File: config.mk
export PLATFORM = sky130hd
export DESIGN_NAME = dfilt_top
export DESIGN_NICKNAME = d
export VERILOG_FILES = /design/src/rtl/dfilt_pkg.sv /design/src/rtl/dfilt_boxcar.sv /design/src/rtl/dfilt_mac.sv /design/src/rtl/dfilt_settle.sv /design/src/rtl/dfilt_top.sv
export SDC_FILE = /design/constraint.sdc
export NUM_CORES = 1
export LEC_CHECK = 0
export ABC_AREA = 1
export CELL_PAD_IN_SITES_DETAIL_PLACEMENT = 0
export CELL_PAD_IN_SITES_GLOBAL_PLACEMENT = 1
export CORE_MARGIN = 3
export CORE_UTILIZATION = 49
export DETAILED_ROUTE_END_ITERATION = 12
export GPL_TIMING_DRIVEN = 0
export PLACE_DENSITY = 0.88
export SLEW_MARGIN = 30
export SYNTH_ARGS = -nofsm -noshare
export SYNTH_HDL_FRONTEND = slang
export SYNTH_SLANG_ARGS = --single-unit
File: constraint.sdc
create_clock -name clk -period 9.5 [get_ports clk]
set_input_delay 1.425 -clock clk [delete_from_list [all_inputs] [get_ports clk]]
set_output_delay 1.425 -clock clk [all_outputs]
set_load 0.02 [all_outputs]
File: src/rtl/dfilt_pkg.sv
package dfilt_pkg;
  localparam int OUT_W = 16;

  // Triangular weight of mirrored tap pair k (k counts from the outer end).
  function automatic int tap_weight(input int k);
    return k + 1;
  endfunction

  // Scale, saturate to 16 bits, and optionally round to 12 bits.
  function automatic logic [OUT_W-1:0] shape_word(input int acc, input logic mode12,
                                                  input int gain_sh);
    int w;
    int r;
    w = acc * (1 << gain_sh);
    if (w > 32767) w = 32767;
    if (w < -32768) w = -32768;
    if (!mode12) return OUT_W'(w);
    r = (w + 8) >>> 4;
    if (r > 2047) r = 2047;
    return {12'(r), 4'b0000};
  endfunction
endpackage

File: src/rtl/dfilt_boxcar.sv
module dfilt_boxcar #(
  parameter int WIN   = 16,
  parameter int LANES = 2,
  parameter int S1_W  = 6
) (
  input  logic                   clk,
  input  logic                   rst,
  input  logic                   clr,
  input  logic [LANES-1:0]       bits_i,
  output logic signed [S1_W-1:0] sum_o
);
  localparam int KEEP = WIN - LANES;

  logic [KEEP-1:0] hist_q;
  logic [WIN-1:0]  window;
  int              ones;

  assign window = {hist_q, bits_i};

  always_comb begin
    ones = 0;
    for (int i = 0; i < WIN; i++) ones += int'(window[i]);
    sum_o = S1_W'(2 * ones - WIN);
  end

  always_ff @(posedge clk) begin
    if (rst || clr) hist_q <= '0;
    else            hist_q <= window[KEEP-1:0];
  end
endmodule

File: src/rtl/dfilt_mac.sv
module dfilt_mac #(
  parameter int TAPS  = 15,
  parameter int S1_W  = 6,
  parameter int ACC_W = 16,
  parameter int PH_W  = 5
) (
  input  logic                    clk,
  input  logic                    rst,
  input  logic                    clr,
  input  logic                    push,
  input  logic signed [S1_W-1:0]  sample,
  input  logic                    snap,
  input  logic                    mac_en,
  input  logic [PH_W-1:0]         mac_idx,
  output logic signed [ACC_W-1:0] acc_o
);
  import dfilt_pkg::*;
  localparam int HALF = (TAPS + 1) / 2;

  logic signed [S1_W-1:0]  line_q [TAPS];
  logic signed [S1_W-1:0]  line_n [TAPS];
  logic signed [S1_W-1:0]  hold_q [TAPS];
  logic signed [S1_W:0]    pair;
  logic signed [ACC_W-1:0] wt, prod;
  int                      k;

  assign line_n[0] = push ? sample : line_q[0];
  for (genvar g = 1; g < TAPS; g++) begin : g_line
    assign line_n[g] = push ? line_q[g-1] : line_q[g];
  end

  always_comb begin
    k = (int'(mac_idx) < HALF) ? int'(mac_idx) : 0;
    if ((TAPS % 2 == 1) && (k == HALF - 1))
      pair = (S1_W+1)'(hold_q[k]);
    else
      pair = (S1_W+1)'(hold_q[k]) + (S1_W+1)'(hold_q[TAPS-1-k]);
    wt   = ACC_W'(tap_weight(k));
    prod = ACC_W'(pair) * wt;
  end

  always_ff @(posedge clk) begin
    if (rst || clr) begin
      for (int i = 0; i < TAPS; i++) begin
        line_q[i] <= '0;
        hold_q[i] <= '0;
      end
      acc_o <= '0;
    end else begin
      for (int i = 0; i < TAPS; i++) begin
        line_q[i] <= line_n[i];
        if (snap) hold_q[i] <= line_n[i];
      end
      if (mac_en) acc_o <= ((mac_idx == '0) ? '0 : acc_o) + prod;
    end
  end
endmodule

File: src/rtl/dfilt_settle.sv
module dfilt_settle #(
  parameter int SETTLE_CLKS = 1456
) (
  input  logic clk,
  input  logic rst,
  input  logic clr,
  output logic settled_o
);
  localparam int CW = $clog2(SETTLE_CLKS + 1);
  localparam logic [CW-1:0] LAST = CW'(SETTLE_CLKS);

  logic [CW-1:0] cnt_q;

  always_ff @(posedge clk) begin
    if (rst || clr)     cnt_q <= '0;
    else if (cnt_q != LAST) cnt_q <= cnt_q + 1'b1;
  end

  assign settled_o = (cnt_q == LAST);
endmodule

File: src/rtl/dfilt_top.sv
module dfilt_top #(
  parameter int LANES       = 2,
  parameter int S1_WIN      = 16,
  parameter int S1_DEC      = 8,
  parameter int S2_TAPS     = 15,
  parameter int S2_DEC      = 8,
  parameter int GAIN_SH     = 5,
  parameter int SETTLE_CLKS = 1456
) (
  input  logic        clk,
  input  logic        rst,
  input  logic        sync_i,
  input  logic        mode12_i,
  input  logic [1:0]  bits_i,
  output logic [15:0] data_o,
  output logic        valid_o,
  output logic        settled_o
);
  import dfilt_pkg::*;
  localparam int S1_CLKS = S1_DEC / LANES;
  localparam int FRAME   = S1_CLKS * S2_DEC;
  localparam int PH_W    = $clog2(FRAME);
  localparam int S1_W    = $clog2(S1_WIN + 1) + 1;
  localparam int HALF    = (S2_TAPS + 1) / 2;
  localparam int ACC_LIM = S1_WIN * HALF * HALF;
  localparam int ACC_W   = $clog2(ACC_LIM + 1) + 2;

  logic [PH_W-1:0]         ph_q;
  logic signed [S1_W-1:0]  s1_sum;
  logic signed [ACC_W-1:0] acc;
  logic                    s1_push, frame_end, mac_en, fmt_now;

  assign s1_push   = (int'(ph_q) % S1_CLKS) == S1_CLKS - 1;
  assign frame_end = int'(ph_q) == FRAME - 1;
  assign mac_en    = int'(ph_q) < HALF;
  assign fmt_now   = int'(ph_q) == HALF;

  always_ff @(posedge clk) begin
    if (rst || sync_i) ph_q <= '0;
    else               ph_q <= frame_end ? '0 : ph_q + 1'b1;
  end

  dfilt_boxcar #(.WIN(S1_WIN), .LANES(LANES), .S1_W(S1_W)) u_s1 (
    .clk(clk), .rst(rst), .clr(sync_i), .bits_i(bits_i), .sum_o(s1_sum));

  dfilt_mac #(.TAPS(S2_TAPS), .S1_W(S1_W), .ACC_W(ACC_W), .PH_W(PH_W)) u_s2 (
    .clk(clk), .rst(rst), .clr(sync_i), .push(s1_push), .sample(s1_sum),
    .snap(frame_end), .mac_en(mac_en), .mac_idx(ph_q), .acc_o(acc));

  dfilt_settle #(.SETTLE_CLKS(SETTLE_CLKS)) u_settle (
    .clk(clk), .rst(rst), .clr(sync_i), .settled_o(settled_o));

  always_ff @(posedge clk) begin
    if (rst) begin
      data_o  <= '0;
      valid_o <= 1'b0;
    end else if (sync_i) begin
      valid_o <= 1'b0;
    end else begin
      valid_o <= fmt_now;
      if (fmt_now) data_o <= shape_word(int'(acc), mode12_i, GAIN_SH);
    end
  end
endmodule

==> run_summary.xml, run 1 <==
<?xml version="1.0" encoding="UTF-8"?>
<metrics>
  <group name="power">
    <metric name="design_power_total" unit="mW">2.74</metric>
    <metric name="leakage" unit="nW">5.39</metric>
    <metric name="p_per_cell_area" unit="mW/mm^2">207</metric>
    <metric name="vdd_drop_max" unit="mV">0.140</metric>
  </group>
  <group name="clock_tree">
    <metric name="clock_input_transition_at_the_sequential_cells_of_the_worst_setup_and_hold_paths" unit="ns">0.06</metric>
    <metric name="htreeDepth" unit="">1</metric>
    <metric name="post_cts.repair.setup_buffers" unit="">0</metric>
    <metric name="root_buffer_selected_by_cts" unit="">sky130_fd_sc_hd__clkbuf_16</metric>
    <metric name="cts_inserted_buffers" unit="">26</metric>
    <metric name="cts_resized" unit="">0</metric>
    <metric name="worstSkewPairLatency" unit="ns">0.53</metric>
    <metric name="cts_tree" unit="">done</metric>
    <metric name="cts_hold_buf" unit="">0</metric>
    <metric name="count_of_clock_tree_sinks" unit="">237</metric>
    <metric name="cts.path.max_buffers" unit="">3</metric>
  </group>
  <group name="routing">
    <metric name="drt_iter0_markers" unit="">732</metric>
    <metric name="route.met3.wl" unit="mm">1.29</metric>
    <metric name="detail_route.wl_per_cell" unit="um">16.1</metric>
    <metric name="via_density" unit="">5.15</metric>
    <metric name="drc" unit="">0</metric>
    <metric name="via_count" unit="">8652</metric>
    <metric name="total_wirelength" unit="mm">27.0</metric>
    <metric name="final_antenna_net_count" unit="">0</metric>
    <metric name="drt-pass1-iter-count" unit="">7</metric>
    <metric name="highest-signal-layer" unit="">met4</metric>
    <metric name="route.met2.wl" unit="mm">13.0</metric>
    <metric name="met1Wirelength" unit="mm">12.2</metric>
  </group>
  <group name="layout">
    <metric name="multi_input_comb_area" unit="sq mm">0.00518</metric>
    <metric name="num-fill-cells" unit="">2103</metric>
    <metric name="post_route_cells_drive_above_1_share" unit="">0.0651</metric>
    <metric name="flow.area_growth_from_synthesis" unit="%">13.1</metric>
    <metric name="sequential_cell_area" unit="sq mm">0.00565</metric>
    <metric name="layout_commonest_cell" unit="">sky130_fd_sc_hd__nor2_1</metric>
    <metric name="most_used_cells_in_the_layout_excluding_fill_and_tap_cells" unit="">sky130_fd_sc_hd__nor2_1, sky130_fd_sc_hd__nand2_1, sky130_fd_sc_hd__inv_1</metric>
    <metric name="final_net_count" unit="">1449</metric>
    <metric name="num_antenna_cells" unit="">0</metric>
    <metric name="layoutNonFillerInstCount" unit="">1680</metric>
  </group>
  <group name="worst_setup_path">
    <metric name="slowest_stage" unit="">sky130_fd_sc_hd__fa_1</metric>
    <metric name="critPathMaxFanout" unit="">10</metric>
    <metric name="crit_required" unit="ns">9.92</metric>
    <metric name="critical_path.reg2reg.endpoint" unit="">u_s2.acc_o[9]$_SDFFE_PN0N_</metric>
    <metric name="setup.worst_path.end_class" unit="">flip-flop</metric>
    <metric name="register_to_register_setup_slack" unit="ns">1.71</metric>
    <metric name="cpPeakStageDelay" unit="ns">0.55</metric>
    <metric name="critical_path_class" unit="">flip-flop to flip-flop</metric>
    <metric name="worstRegToRegCells" unit="">35</metric>
    <metric name="crit_top_cell" unit="">sky130_fd_sc_hd__nand2_1</metric>
    <metric name="crit_arrival" unit="ns">8.21</metric>
    <metric name="cp-start-kind" unit="">flip-flop</metric>
    <metric name="regToRegStartpoint" unit="">ph_q[1]$_SDFF_PP0_</metric>
  </group>
  <group name="die">
    <metric name="die_area" unit="sq mm">0.0257</metric>
    <metric name="die-height" unit="um">160</metric>
    <metric name="fp.dieW" unit="um">160</metric>
    <metric name="core.rowCount" unit="">55</metric>
    <metric name="placeableCoreArea" unit="sq mm">0.0231</metric>
    <metric name="floorplan.initialDensity" unit="">0.507</metric>
    <metric name="top_level_ports" unit="">24</metric>
  </group>
  <group name="worst_hold_path">
    <metric name="min-delay-path-class" unit="">flip-flop to flip-flop</metric>
    <metric name="timing.hold.worst_path_depth" unit="">2</metric>
    <metric name="hold_path.startpoint" unit="">u_s1.hist_q[3]$_SDFF_PN0_</metric>
    <metric name="whs_endpoint" unit="">u_s1.hist_q[5]$_SDFF_PN0_</metric>
  </group>
  <group name="sta">
    <metric name="max_clock_freq" unit="GHz">0.128</metric>
    <metric name="slew_at_the_pin_closest_to_its_max_slew_limit" unit="ns">0.790</metric>
    <metric name="final_max_tran_viols" unit="">0</metric>
    <metric name="finClkSkew" unit="ns">0.0154</metric>
    <metric name="number_of_endpoints_with_negative_hold_slack_in_the_final_report" unit="">0</metric>
    <metric name="final_setup_violations" unit="">0</metric>
    <metric name="min_period" unit="ns">7.79</metric>
    <metric name="final.setup.worst_slack" unit="ns">1.71</metric>
    <metric name="fin_hold_ws" unit="ns">0.452</metric>
    <metric name="post-route-period-util" unit="">0.820</metric>
    <metric name="setup-tns-final" unit="ns">0</metric>
    <metric name="grt_setup_unrepaired" unit="">false</metric>
    <metric name="timing.slew.headroom" unit="">0.474</metric>
  </group>
  <group name="global_route">
    <metric name="global_route_wire_length_before_repair" unit="mm">43.7</metric>
    <metric name="globalRouteTotalUtil" unit="">0.209</metric>
    <metric name="grt_start_max_net_pins" unit="">47</metric>
    <metric name="grt_antenna_before_repair" unit="">0</metric>
    <metric name="grt_pass1_vias" unit="">8537</metric>
    <metric name="overall_overflow_remaining_after_global_route" unit="">0</metric>
  </group>
  <group name="logic_synthesis">
    <metric name="ys_seq_area_frac" unit="">0.483</metric>
    <metric name="post_synth_cell_types" unit="">53</metric>
    <metric name="post_synth_inst_count" unit="">1284</metric>
    <metric name="syn_area" unit="sq mm">0.0117</metric>
    <metric name="average_footprint_of_a_synthesized_cell" unit="sq um">9.10</metric>
    <metric name="synth-edff-count" unit="">90</metric>
    <metric name="synth_top_area_cell" unit="">sky130_fd_sc_hd__dfxtp_1</metric>
    <metric name="cell_types_with_the_largest_area_share_after_synthesis" unit="">sky130_fd_sc_hd__dfxtp_1, sky130_fd_sc_hd__edfxtp_1, sky130_fd_sc_hd__fa_1</metric>
    <metric name="yosys_warnings" unit="">0</metric>
    <metric name="yosys_register_bits" unit="">237</metric>
    <metric name="netlist.area_leader.share" unit="">0.252</metric>
    <metric name="postSynth.asyncResetShare" unit="">0</metric>
    <metric name="dominantRegCellSynth" unit="">sky130_fd_sc_hd__dfxtp_1</metric>
  </group>
  <group name="place">
    <metric name="place_congestion" unit="">0.857</metric>
    <metric name="dpl_cells" unit="">1633</metric>
    <metric name="hpwl" unit="mm">19.9</metric>
    <metric name="io_buffer_count" unit="">23</metric>
    <metric name="pre_cts_slack" unit="ns">1.69</metric>
  </group>
  <group name="run">
    <metric name="max_cap_viol_count" unit="">0</metric>
  </group>
  <group name="run_status">
    <metric name="run_status" unit="">finished clean</metric>
  </group>
</metrics>
## critical path, delay by kind of cell, from the launching register on
kind	cells	cell delay, ns
adder cells (fa/ha/maj)	8	3.45
AND/OR/NAND/NOR	14	1.58
AO/OA/AOI/OAI	7	1.37
buffers and inverters	6	0.77
flip-flops	1	0.50
## synthesized netlist by cell type (6+ instances only)
master	number
sky130_fd_sc_hd__o21ai_1	10
sky130_fd_sc_hd__dfxtp_1	147
sky130_fd_sc_hd__fa_1	43
sky130_fd_sc_hd__or2_2	6
sky130_fd_sc_hd__nor2_1	215
sky130_fd_sc_hd__nor3_1	9
sky130_fd_sc_hd__a21oi_1	88
sky130_fd_sc_hd__nand2_1	177
sky130_fd_sc_hd__o21ai_0	53
sky130_fd_sc_hd__clkbuf_1	32
sky130_fd_sc_hd__mux2i_1	45
sky130_fd_sc_hd__buf_2	9
sky130_fd_sc_hd__xor2_1	7
sky130_fd_sc_hd__ha_1	52
sky130_fd_sc_hd__o211ai_1	12
sky130_fd_sc_hd__buf_4	6
sky130_fd_sc_hd__edfxtp_1	90
sky130_fd_sc_hd__xnor2_1	6
sky130_fd_sc_hd__nand2_2	9
sky130_fd_sc_hd__inv_1	169
sky130_fd_sc_hd__nand3_1	27
sky130_fd_sc_hd__o22ai_1	14
## through the flow
stage | instance area, sq um | utilization
floorplan | 11700 | -
global placement | 12300 | 0.536
detailed placement | 12400 | 0.538
CTS | 13200 | 0.573
global route | 13200 | 0.573
finish | 13200 | 0.573
## power by group
part / switching [mW] / leakage (nW) / internal (mW)
Clock: 0.396 / 0.398 / 0.572
Sequential: 0.0200 / 2.17 / 1.09
Combinational: 0.412 / 2.82 / 0.251
Total: 0.828 / 5.39 / 1.91
## kinds of logic after synthesis
kind of cell             share of synthesized area
buffers and inverters                       0.0781
other                                     0.000643
multiplexers                                0.0385
XOR/XNOR                                   0.00974
AND/OR/NAND/NOR                              0.165
adder cells (fa/ha/maj)                      0.129
AO/OA/AOI/OAI                               0.0955
flip-flops                                   0.483
## metal layers
layer  track usage  up-vias
met2         0.359      194
met1         0.282     4145
li1              -     4276
met3        0.0258       37
met5             0        -
met4        0.0525        0
## final cells by class
cell class / instances / share of cell area
flip-flops and latches: 237 / 0.427
multi-input cells: 829 / 0.392
clock buffers: 40 / 0.0571
inverters: 179 / 0.0510
well taps: 313 / 0.0296
repair buffers: 25 / 0.0204
plain buffers: 50 / 0.0180
clock inverters: 7 / 0.00502
## worst max-delay path by stage
stage                                   from                         end  slack (ns)  cells after the start
final                     ph_q[1]$_SDFF_PP0_  u_s2.acc_o[9]$_SDFFE_PN0N_        1.71                     35
after global routing      ph_q[1]$_SDFF_PP0_  u_s2.acc_o[9]$_SDFFE_PN0N_        1.03                     36
after CTS                 ph_q[1]$_SDFF_PP0_  u_s2.acc_o[9]$_SDFFE_PN0N_        1.69                     36
after detailed placement  ph_q[1]$_SDFF_PP0_  u_s2.acc_o[9]$_SDFFE_PN0N_        1.69                     36
after global placement    ph_q[1]$_SDFF_PP0_  u_s2.acc_o[9]$_SDFFE_PN0N_        1.75                     35
after floorplan           ph_q[4]$_SDFF_PP0_  u_s2.acc_o[9]$_SDFFE_PN0N_        2.71                     41
## registers in the layout, indices dropped and copies added (netlist names)
register and cells:
u_s2.hold_q 90, data_o 13, valid_o 1, u_s2.line_q 90, u_s2.acc_o 13, u_s1.hist_q 14, ph_q 5, u_settle.cnt_q 11
Power figures use the tool's default switching activity.
==> run 2, diff against run 1 <==
- CORE_UTILIZATION: 49 -> 44
- PLACE_DENSITY: 0.88 -> 0.84
- clock period: 9.5 -> 7.15 ns (I/O delays scaled with it)
==> run 2 against run 1 <==
Net effect: final cell count rose by 3.1%; clock power rose by 35%; register-to-register slack got worse by 1.5 ns; maximum frequency rose by 13%; non-clock buffer count rose by 31; total power rose by 39%; highest routed layer unchanged; sequential share of layout area fell by 1.8 points.
==> run_summary.xml, run 2 (same netlist as run 1, synthesis figures left out) <==
<?xml version="1.0" encoding="UTF-8"?>
<metrics>
  <group name="run_status">
    <metric name="run_status" unit="">finished clean</metric>
  </group>
  <group name="die">
    <metric name="placeableCoreArea" unit="sq mm">0.0261</metric>
    <metric name="top_level_ports" unit="">24</metric>
    <metric name="core.rowCount" unit="">59</metric>
    <metric name="floorplan.initialDensity" unit="">0.448</metric>
    <metric name="die_area" unit="sq mm">0.0285</metric>
    <metric name="fp.dieW" unit="um">169</metric>
    <metric name="die-height" unit="um">169</metric>
  </group>
  <group name="sta">
    <metric name="slew_at_the_pin_closest_to_its_max_slew_limit" unit="ns">0.737</metric>
    <metric name="number_of_endpoints_with_negative_hold_slack_in_the_final_report" unit="">0</metric>
    <metric name="final_max_tran_viols" unit="">0</metric>
    <metric name="min_period" unit="ns">6.91</metric>
    <metric name="final.setup.worst_slack" unit="ns">0.242</metric>
    <metric name="max_clock_freq" unit="GHz">0.145</metric>
    <metric name="final_setup_violations" unit="">0</metric>
    <metric name="post-route-period-util" unit="">0.966</metric>
    <metric name="setup-tns-final" unit="ns">0</metric>
    <metric name="timing.slew.headroom" unit="">0.509</metric>
    <metric name="finClkSkew" unit="ns">0.0221</metric>
  </group>
  <group name="place">
    <metric name="pre_cts_slack" unit="ns">-0.731</metric>
    <metric name="hpwl" unit="mm">20.0</metric>
    <metric name="place_congestion" unit="">0.834</metric>
    <metric name="io_buffer_count" unit="">23</metric>
    <metric name="post_dp_cell_area" unit="sq mm">0.0124</metric>
    <metric name="dpl_cells" unit="">1655</metric>
  </group>
  <group name="clock_tree">
    <metric name="root_buffer_selected_by_cts" unit="">sky130_fd_sc_hd__clkbuf_16</metric>
    <metric name="cts_hold_buf" unit="">0</metric>
    <metric name="cts_inserted_buffers" unit="">25</metric>
    <metric name="cts_tree" unit="">done</metric>
    <metric name="clock_input_transition_at_the_sequential_cells_of_the_worst_setup_and_hold_paths" unit="ns">0.06</metric>
    <metric name="htreeDepth" unit="">1</metric>
    <metric name="count_of_clock_tree_sinks" unit="">237</metric>
    <metric name="cts.path.max_buffers" unit="">3</metric>
    <metric name="worstSkewPairLatency" unit="ns">0.53</metric>
  </group>
  <group name="power">
    <metric name="leakage" unit="nW">5.58</metric>
    <metric name="p_per_cell_area" unit="mW/mm^2">275</metric>
    <metric name="vdd_drop_max" unit="mV">0.225</metric>
  </group>
  <group name="worst_setup_path">
    <metric name="slowest_stage" unit="">sky130_fd_sc_hd__fa_1</metric>
    <metric name="cp-start-kind" unit="">flip-flop</metric>
    <metric name="critical_path_class" unit="">flip-flop to flip-flop</metric>
    <metric name="crit_top_cell" unit="">sky130_fd_sc_hd__nand2_1</metric>
    <metric name="critPathMaxFanout" unit="">7</metric>
    <metric name="cpPeakStageDelay" unit="ns">0.53</metric>
    <metric name="setup.worst_path.end_class" unit="">flip-flop</metric>
    <metric name="crit_arrival" unit="ns">7.37</metric>
    <metric name="crit_required" unit="ns">7.61</metric>
  </group>
  <group name="routing">
    <metric name="final_antenna_net_count" unit="">0</metric>
    <metric name="drt_iter0_markers" unit="">576</metric>
    <metric name="drt-pass1-iter-count" unit="">5</metric>
    <metric name="detail_route.wl_per_cell" unit="um">15.8</metric>
    <metric name="via_count" unit="">8764</metric>
    <metric name="drc" unit="">0</metric>
    <metric name="total_wirelength" unit="mm">27.4</metric>
    <metric name="via_density" unit="">5.06</metric>
  </group>
  <group name="layout">
    <metric name="num_antenna_cells" unit="">0</metric>
    <metric name="fin_area" unit="sq mm">0.0138</metric>
    <metric name="post_route_cells_drive_above_1_share" unit="">0.111</metric>
    <metric name="most_used_cells_in_the_layout_excluding_fill_and_tap_cells" unit="">sky130_fd_sc_hd__nor2_1, sky130_fd_sc_hd__nand2_1, sky130_fd_sc_hd__inv_1</metric>
    <metric name="num-fill-cells" unit="">2386</metric>
    <metric name="flow.area_growth_from_synthesis" unit="%">18.2</metric>
    <metric name="largest_regs" unit="">u_s2.hold_q (90), u_s2.line_q (90), u_s1.hist_q (14)</metric>
    <metric name="layoutNonFillerInstCount" unit="">1732</metric>
    <metric name="layout_commonest_cell" unit="">sky130_fd_sc_hd__nor2_1</metric>
    <metric name="final_net_count" unit="">1479</metric>
  </group>
  <group name="worst_hold_path">
    <metric name="min-delay-path-class" unit="">flip-flop to flip-flop</metric>
  </group>
  <group name="global_route">
    <metric name="overall_overflow_remaining_after_global_route" unit="">0</metric>
    <metric name="grt_pass1_vias" unit="">8701</metric>
    <metric name="global_route_wire_length_before_repair" unit="mm">43.9</metric>
    <metric name="grt_antenna_before_repair" unit="">0</metric>
    <metric name="globalRouteTotalUtil" unit="">0.191</metric>
    <metric name="grt_start_max_net_pins" unit="">45</metric>
  </group>
  <group name="run">
    <metric name="max_cap_viol_count" unit="">0</metric>
  </group>
</metrics>
run 2: area by class of cell:
| class | count | area (sq um) | share of cell area |
|---|---|---|---|
| clock inverter | 8 | 119 | 0.00861 |
| clock buffer | 38 | 704 | 0.0510 |
| sequential | 237 | 5660 | 0.410 |
| multi-input combinational | 829 | 5420 | 0.392 |
| timing repair buffer | 56 | 508 | 0.0368 |
| inverter | 179 | 692 | 0.0501 |
| buffer | 50 | 293 | 0.0212 |
| tap | 335 | 419 | 0.0304 |
run 2: layer usage:
metal | wire length (um) | track usage | vias up | share of wire
met1 | 12000 | 0.249 | 4184 | 0.44
met3 | 1270 | 0.0285 | 49 | 0.046
met2 | 13500 | 0.334 | 172 | 0.49
li1 | - | - | 4359 | -
met4 | 578 | 0.0487 | 0 | 0.021
met5 | 0 | 0 | - | 0
run 2: where the power goes:
group	internal, mW	switching (mW)
logic	0.410	0.606
registers	1.45	0.0285
clock network	0.786	0.525
total	2.64	1.16
run 2: final timing paths:
kind                                   from                    endpoint  slack [ns]  cells after the start
hold reg to reg   u_s1.hist_q[3]$_SDFF_PN0_   u_s1.hist_q[5]$_SDFF_PN0_        0.44                      2
hold / removal    u_s1.hist_q[3]$_SDFF_PN0_   u_s1.hist_q[5]$_SDFF_PN0_        0.44                      2
setup / recovery         ph_q[3]$_SDFF_PP0_  u_s2.acc_o[9]$_SDFFE_PN0N_        0.24                     39
setup reg to reg         ph_q[3]$_SDFF_PP0_  u_s2.acc_o[9]$_SDFFE_PN0N_        0.24                     39
run 2: worst max-delay path: cells and delay by family (launching register included):
| kind | cells | cell delay, ns |
|---|---|---|
| adder cells (fa/ha/maj) | 8 | 3.35 |
| AND/OR/NAND/NOR | 18 | 1.68 |
| AO/OA/AOI/OAI | 7 | 0.96 |
| buffers and inverters | 6 | 0.51 |
| flip-flops | 1 | 0.36 |
run 2: per-stage QoR:
stage               power, mW   util  hold WS [ns]
detailed placement       2.39  0.477         0.446
CTS                      3.72  0.514         0.436
global route             4.02  0.530         0.456
global placement         2.37  0.475         0.439
finish                   3.80  0.530         0.438
floorplan                2.19      -         0.430
run 2: what timing repair did:
action                     in CTS  in global routing
setup buffers                   7                 24
setup endpoints to repair       7                  6
pin swaps                       5                 35
resized for setup              29                 60
==> run 3, diff against run 2 <==
- CAP_MARGIN: unset -> 40
- CTS_CLUSTER_DIAMETER: unset -> 80
==> run 3 against run 2 <==
Net effect: clock-buffer cell count rose by 3; clock power fell by 8%; largest cell class unchanged; critical path type unchanged; total power fell by 1.6%; via count fell by 0.30%; sequential power barely moved; final cell count did not move; register-to-register slack barely moved; non-clock buffer count did not move; clock skew fell by 0.011 ns; global-route usage fell by 0.14 points; maximum frequency barely moved.
==> run_summary.xml, run 3 (same netlist as run 1, synthesis figures left out) <==
<?xml version="1.0" encoding="UTF-8"?>
<metrics>
  <group name="sta">
    <metric name="final.setup.worst_slack" unit="ns">0.246</metric>
    <metric name="finClkSkew" unit="ns">0.0110</metric>
    <metric name="number_of_endpoints_with_negative_hold_slack_in_the_final_report" unit="">0</metric>
    <metric name="fin_hold_ws" unit="ns">0.450</metric>
    <metric name="timing.slew.headroom" unit="">0.494</metric>
    <metric name="final_max_tran_viols" unit="">0</metric>
    <metric name="grt_setup_unrepaired" unit="">true</metric>
    <metric name="max_clock_freq" unit="GHz">0.145</metric>
    <metric name="final_setup_violations" unit="">0</metric>
    <metric name="slew_at_the_pin_closest_to_its_max_slew_limit" unit="ns">0.760</metric>
    <metric name="post-route-period-util" unit="">0.966</metric>
    <metric name="min_period" unit="ns">6.90</metric>
  </group>
  <group name="worst_setup_path">
    <metric name="crit_required" unit="ns">7.63</metric>
    <metric name="critical_path_class" unit="">flip-flop to flip-flop</metric>
    <metric name="register_to_register_setup_slack" unit="ns">0.25</metric>
    <metric name="setup.worst_path.end_class" unit="">flip-flop</metric>
    <metric name="worst_path_dominant_cell_family" unit="">adder cells</metric>
    <metric name="timing.critical_path.buf_inv" unit="">6</metric>
    <metric name="crit_top_cell" unit="">sky130_fd_sc_hd__nand2_1</metric>
    <metric name="crit_arrival" unit="ns">7.39</metric>
    <metric name="regToRegStartpoint" unit="">ph_q[4]$_SDFF_PP0_</metric>
    <metric name="cp-start-kind" unit="">flip-flop</metric>
    <metric name="slowest_stage" unit="">sky130_fd_sc_hd__fa_1</metric>
    <metric name="worstRegToRegCells" unit="">39</metric>
    <metric name="cpPeakStageDelay" unit="ns">0.53</metric>
    <metric name="critPathMaxFanout" unit="">6</metric>
    <metric name="critical_path.reg2reg.endpoint" unit="">u_s2.acc_o[9]$_SDFFE_PN0N_</metric>
  </group>
  <group name="run">
    <metric name="max_cap_viol_count" unit="">0</metric>
  </group>
  <group name="clock_tree">
    <metric name="cts_tree" unit="">done</metric>
    <metric name="root_buffer_selected_by_cts" unit="">sky130_fd_sc_hd__clkbuf_16</metric>
    <metric name="count_of_clock_tree_sinks" unit="">237</metric>
    <metric name="clock_input_transition_at_the_sequential_cells_of_the_worst_setup_and_hold_paths" unit="ns">0.07</metric>
    <metric name="cts.path.max_buffers" unit="">3</metric>
    <metric name="cts_inserted_buffers" unit="">25</metric>
    <metric name="worstSkewPairLatency" unit="ns">0.54</metric>
    <metric name="htreeDepth" unit="">1</metric>
  </group>
  <group name="worst_hold_path">
    <metric name="hold_path.startpoint" unit="">u_s1.hist_q[3]$_SDFF_PN0_</metric>
    <metric name="min-delay-path-class" unit="">flip-flop to flip-flop</metric>
    <metric name="whs_endpoint" unit="">u_s1.hist_q[5]$_SDFF_PN0_</metric>
    <metric name="timing.hold.worst_path_depth" unit="">2</metric>
  </group>
  <group name="layout">
    <metric name="layout_commonest_cell" unit="">sky130_fd_sc_hd__nor2_1</metric>
    <metric name="largest_regs" unit="">u_s2.hold_q (90), u_s2.line_q (90), u_s1.hist_q (14)</metric>
    <metric name="flow.area_growth_from_synthesis" unit="%">18.1</metric>
    <metric name="num_antenna_cells" unit="">0</metric>
    <metric name="fin_area" unit="sq mm">0.0138</metric>
    <metric name="most_used_cells_in_the_layout_excluding_fill_and_tap_cells" unit="">sky130_fd_sc_hd__nor2_1, sky130_fd_sc_hd__nand2_1, sky130_fd_sc_hd__inv_1</metric>
    <metric name="sequential_cell_area" unit="sq mm">0.00566</metric>
    <metric name="multi_input_comb_area" unit="sq mm">0.00545</metric>
    <metric name="final_net_count" unit="">1479</metric>
    <metric name="num-fill-cells" unit="">2402</metric>
    <metric name="post_route_cells_drive_above_1_share" unit="">0.112</metric>
    <metric name="layout.core_utilization" unit="">0.530</metric>
  </group>
  <group name="die">
    <metric name="fp.dieW" unit="um">169</metric>
    <metric name="die-height" unit="um">169</metric>
    <metric name="die_area" unit="sq mm">0.0285</metric>
    <metric name="placeableCoreArea" unit="sq mm">0.0261</metric>
    <metric name="core.rowCount" unit="">59</metric>
    <metric name="floorplan.initialDensity" unit="">0.448</metric>
    <metric name="top_level_ports" unit="">24</metric>
  </group>
  <group name="power">
    <metric name="leakage" unit="nW">5.56</metric>
    <metric name="vdd_drop_max" unit="mV">0.185</metric>
    <metric name="p_per_cell_area" unit="mW/mm^2">271</metric>
  </group>
  <group name="run_status">
    <metric name="run_status" unit="">finished clean</metric>
  </group>
  <group name="place">
    <metric name="place_congestion" unit="">0.834</metric>
    <metric name="io_buffer_count" unit="">23</metric>
    <metric name="post_dp_cell_area" unit="sq mm">0.0124</metric>
    <metric name="hpwl" unit="mm">20.0</metric>
    <metric name="pre_cts_slack" unit="ns">-0.707</metric>
  </group>
  <group name="global_route">
    <metric name="overall_overflow_remaining_after_global_route" unit="">0</metric>
    <metric name="global_route_wire_length_before_repair" unit="mm">43.7</metric>
    <metric name="globalRouteTotalUtil" unit="">0.189</metric>
    <metric name="grt_antenna_before_repair" unit="">0</metric>
    <metric name="grt_start_max_net_pins" unit="">45</metric>
    <metric name="grt_pass1_vias" unit="">8651</metric>
  </group>
  <group name="routing">
    <metric name="via_count" unit="">8738</metric>
    <metric name="drt_iter0_markers" unit="">545</metric>
    <metric name="total_wirelength" unit="mm">27.5</metric>
    <metric name="drt-pass1-iter-count" unit="">5</metric>
    <metric name="via_density" unit="">5.05</metric>
    <metric name="detail_route.wl_per_cell" unit="um">15.9</metric>
    <metric name="drc" unit="">0</metric>
    <metric name="final_antenna_net_count" unit="">0</metric>
  </group>
</metrics>
## run 3: worst max-delay path by stage
| stage | end | start | cells after the start | slack [ns] |
|---|---|---|---|---|
| final | u_s2.acc_o[9]$_SDFFE_PN0N_ | ph_q[4]$_SDFF_PP0_ | 39 | 0.25 |
| after global placement | u_s2.acc_o[11]$_SDFFE_PN0N_ | ph_q[1]$_SDFF_PP0_ | 32 | -0.66 |
| after floorplan | u_s2.acc_o[9]$_SDFFE_PN0N_ | ph_q[4]$_SDFF_PP0_ | 41 | 0.36 |
| after detailed placement | u_s2.acc_o[11]$_SDFFE_PN0N_ | ph_q[1]$_SDFF_PP0_ | 32 | -0.71 |
| after global routing | u_s2.acc_o[12]$_SDFFE_PN0N_ | ph_q[4]$_SDFF_PP0_ | 39 | -0.09 |
| after CTS | u_s2.acc_o[9]$_SDFFE_PN0N_ | ph_q[3]$_SDFF_PP0_ | 41 | -0.005 |
## run 3: layout make-up
cell class | instances | area share
sequential | 237 | 0.410
buffer | 50 | 0.0210
tap | 335 | 0.0304
clock inverter | 5 | 0.00299
timing repair buffer | 56 | 0.0386
multi-input combinational | 829 | 0.395
clock buffer | 41 | 0.0519
inverter | 179 | 0.0501
## run 3: report_power, final
part | switching [mW] | leakage (nW) | internal, mW
sequential | 0.0280 | 2.18 | 1.45
clock | 0.525 | 0.363 | 0.688
combinational | 0.623 | 3.02 | 0.429
total | 1.18 | 5.56 | 2.56
## run 3: timing repair
action,in CTS,in global routing
hold buffers,0,0
buffers inserted,2,28
gates cloned,0,1
setup endpoints to repair,7,7
endpoints found under the hold margin,0,0
resized for setup,29,66
pin swaps,4,36
## run 3: worst register-to-register path, delay by kind of cell (launching register included)
kind                       cells  cell delay, ns
adders and majority gates      8            3.34
and+or+nand+nor               18            1.67
AOI/OAI and AO/OA              7            0.94
buffers and inverters          6            0.54
DFF                            1            0.37
## run 3: layer usage
| metal | track usage | routed length, um |
|---|---|---|
| met1 | 0.250 | 12200 |
| met4 | 0.0559 | 818 |
| met3 | 0.0231 | 1150 |
| met2 | 0.328 | 13400 |
| met5 | 0 | 0 |
## run 3: metrics by stage
stage | cells | TNS, ns | total power [mW]
after floorplan | 1295 | 0 | 2.19
after global placement | 1653 | -3.35 | 2.37
after detailed placement | 1655 | -3.85 | 2.39
after CTS | 1703 | -0.00477 | 3.63
after global routing | 1732 | -0.193 | 3.96
final | 1732 | 0 | 3.74
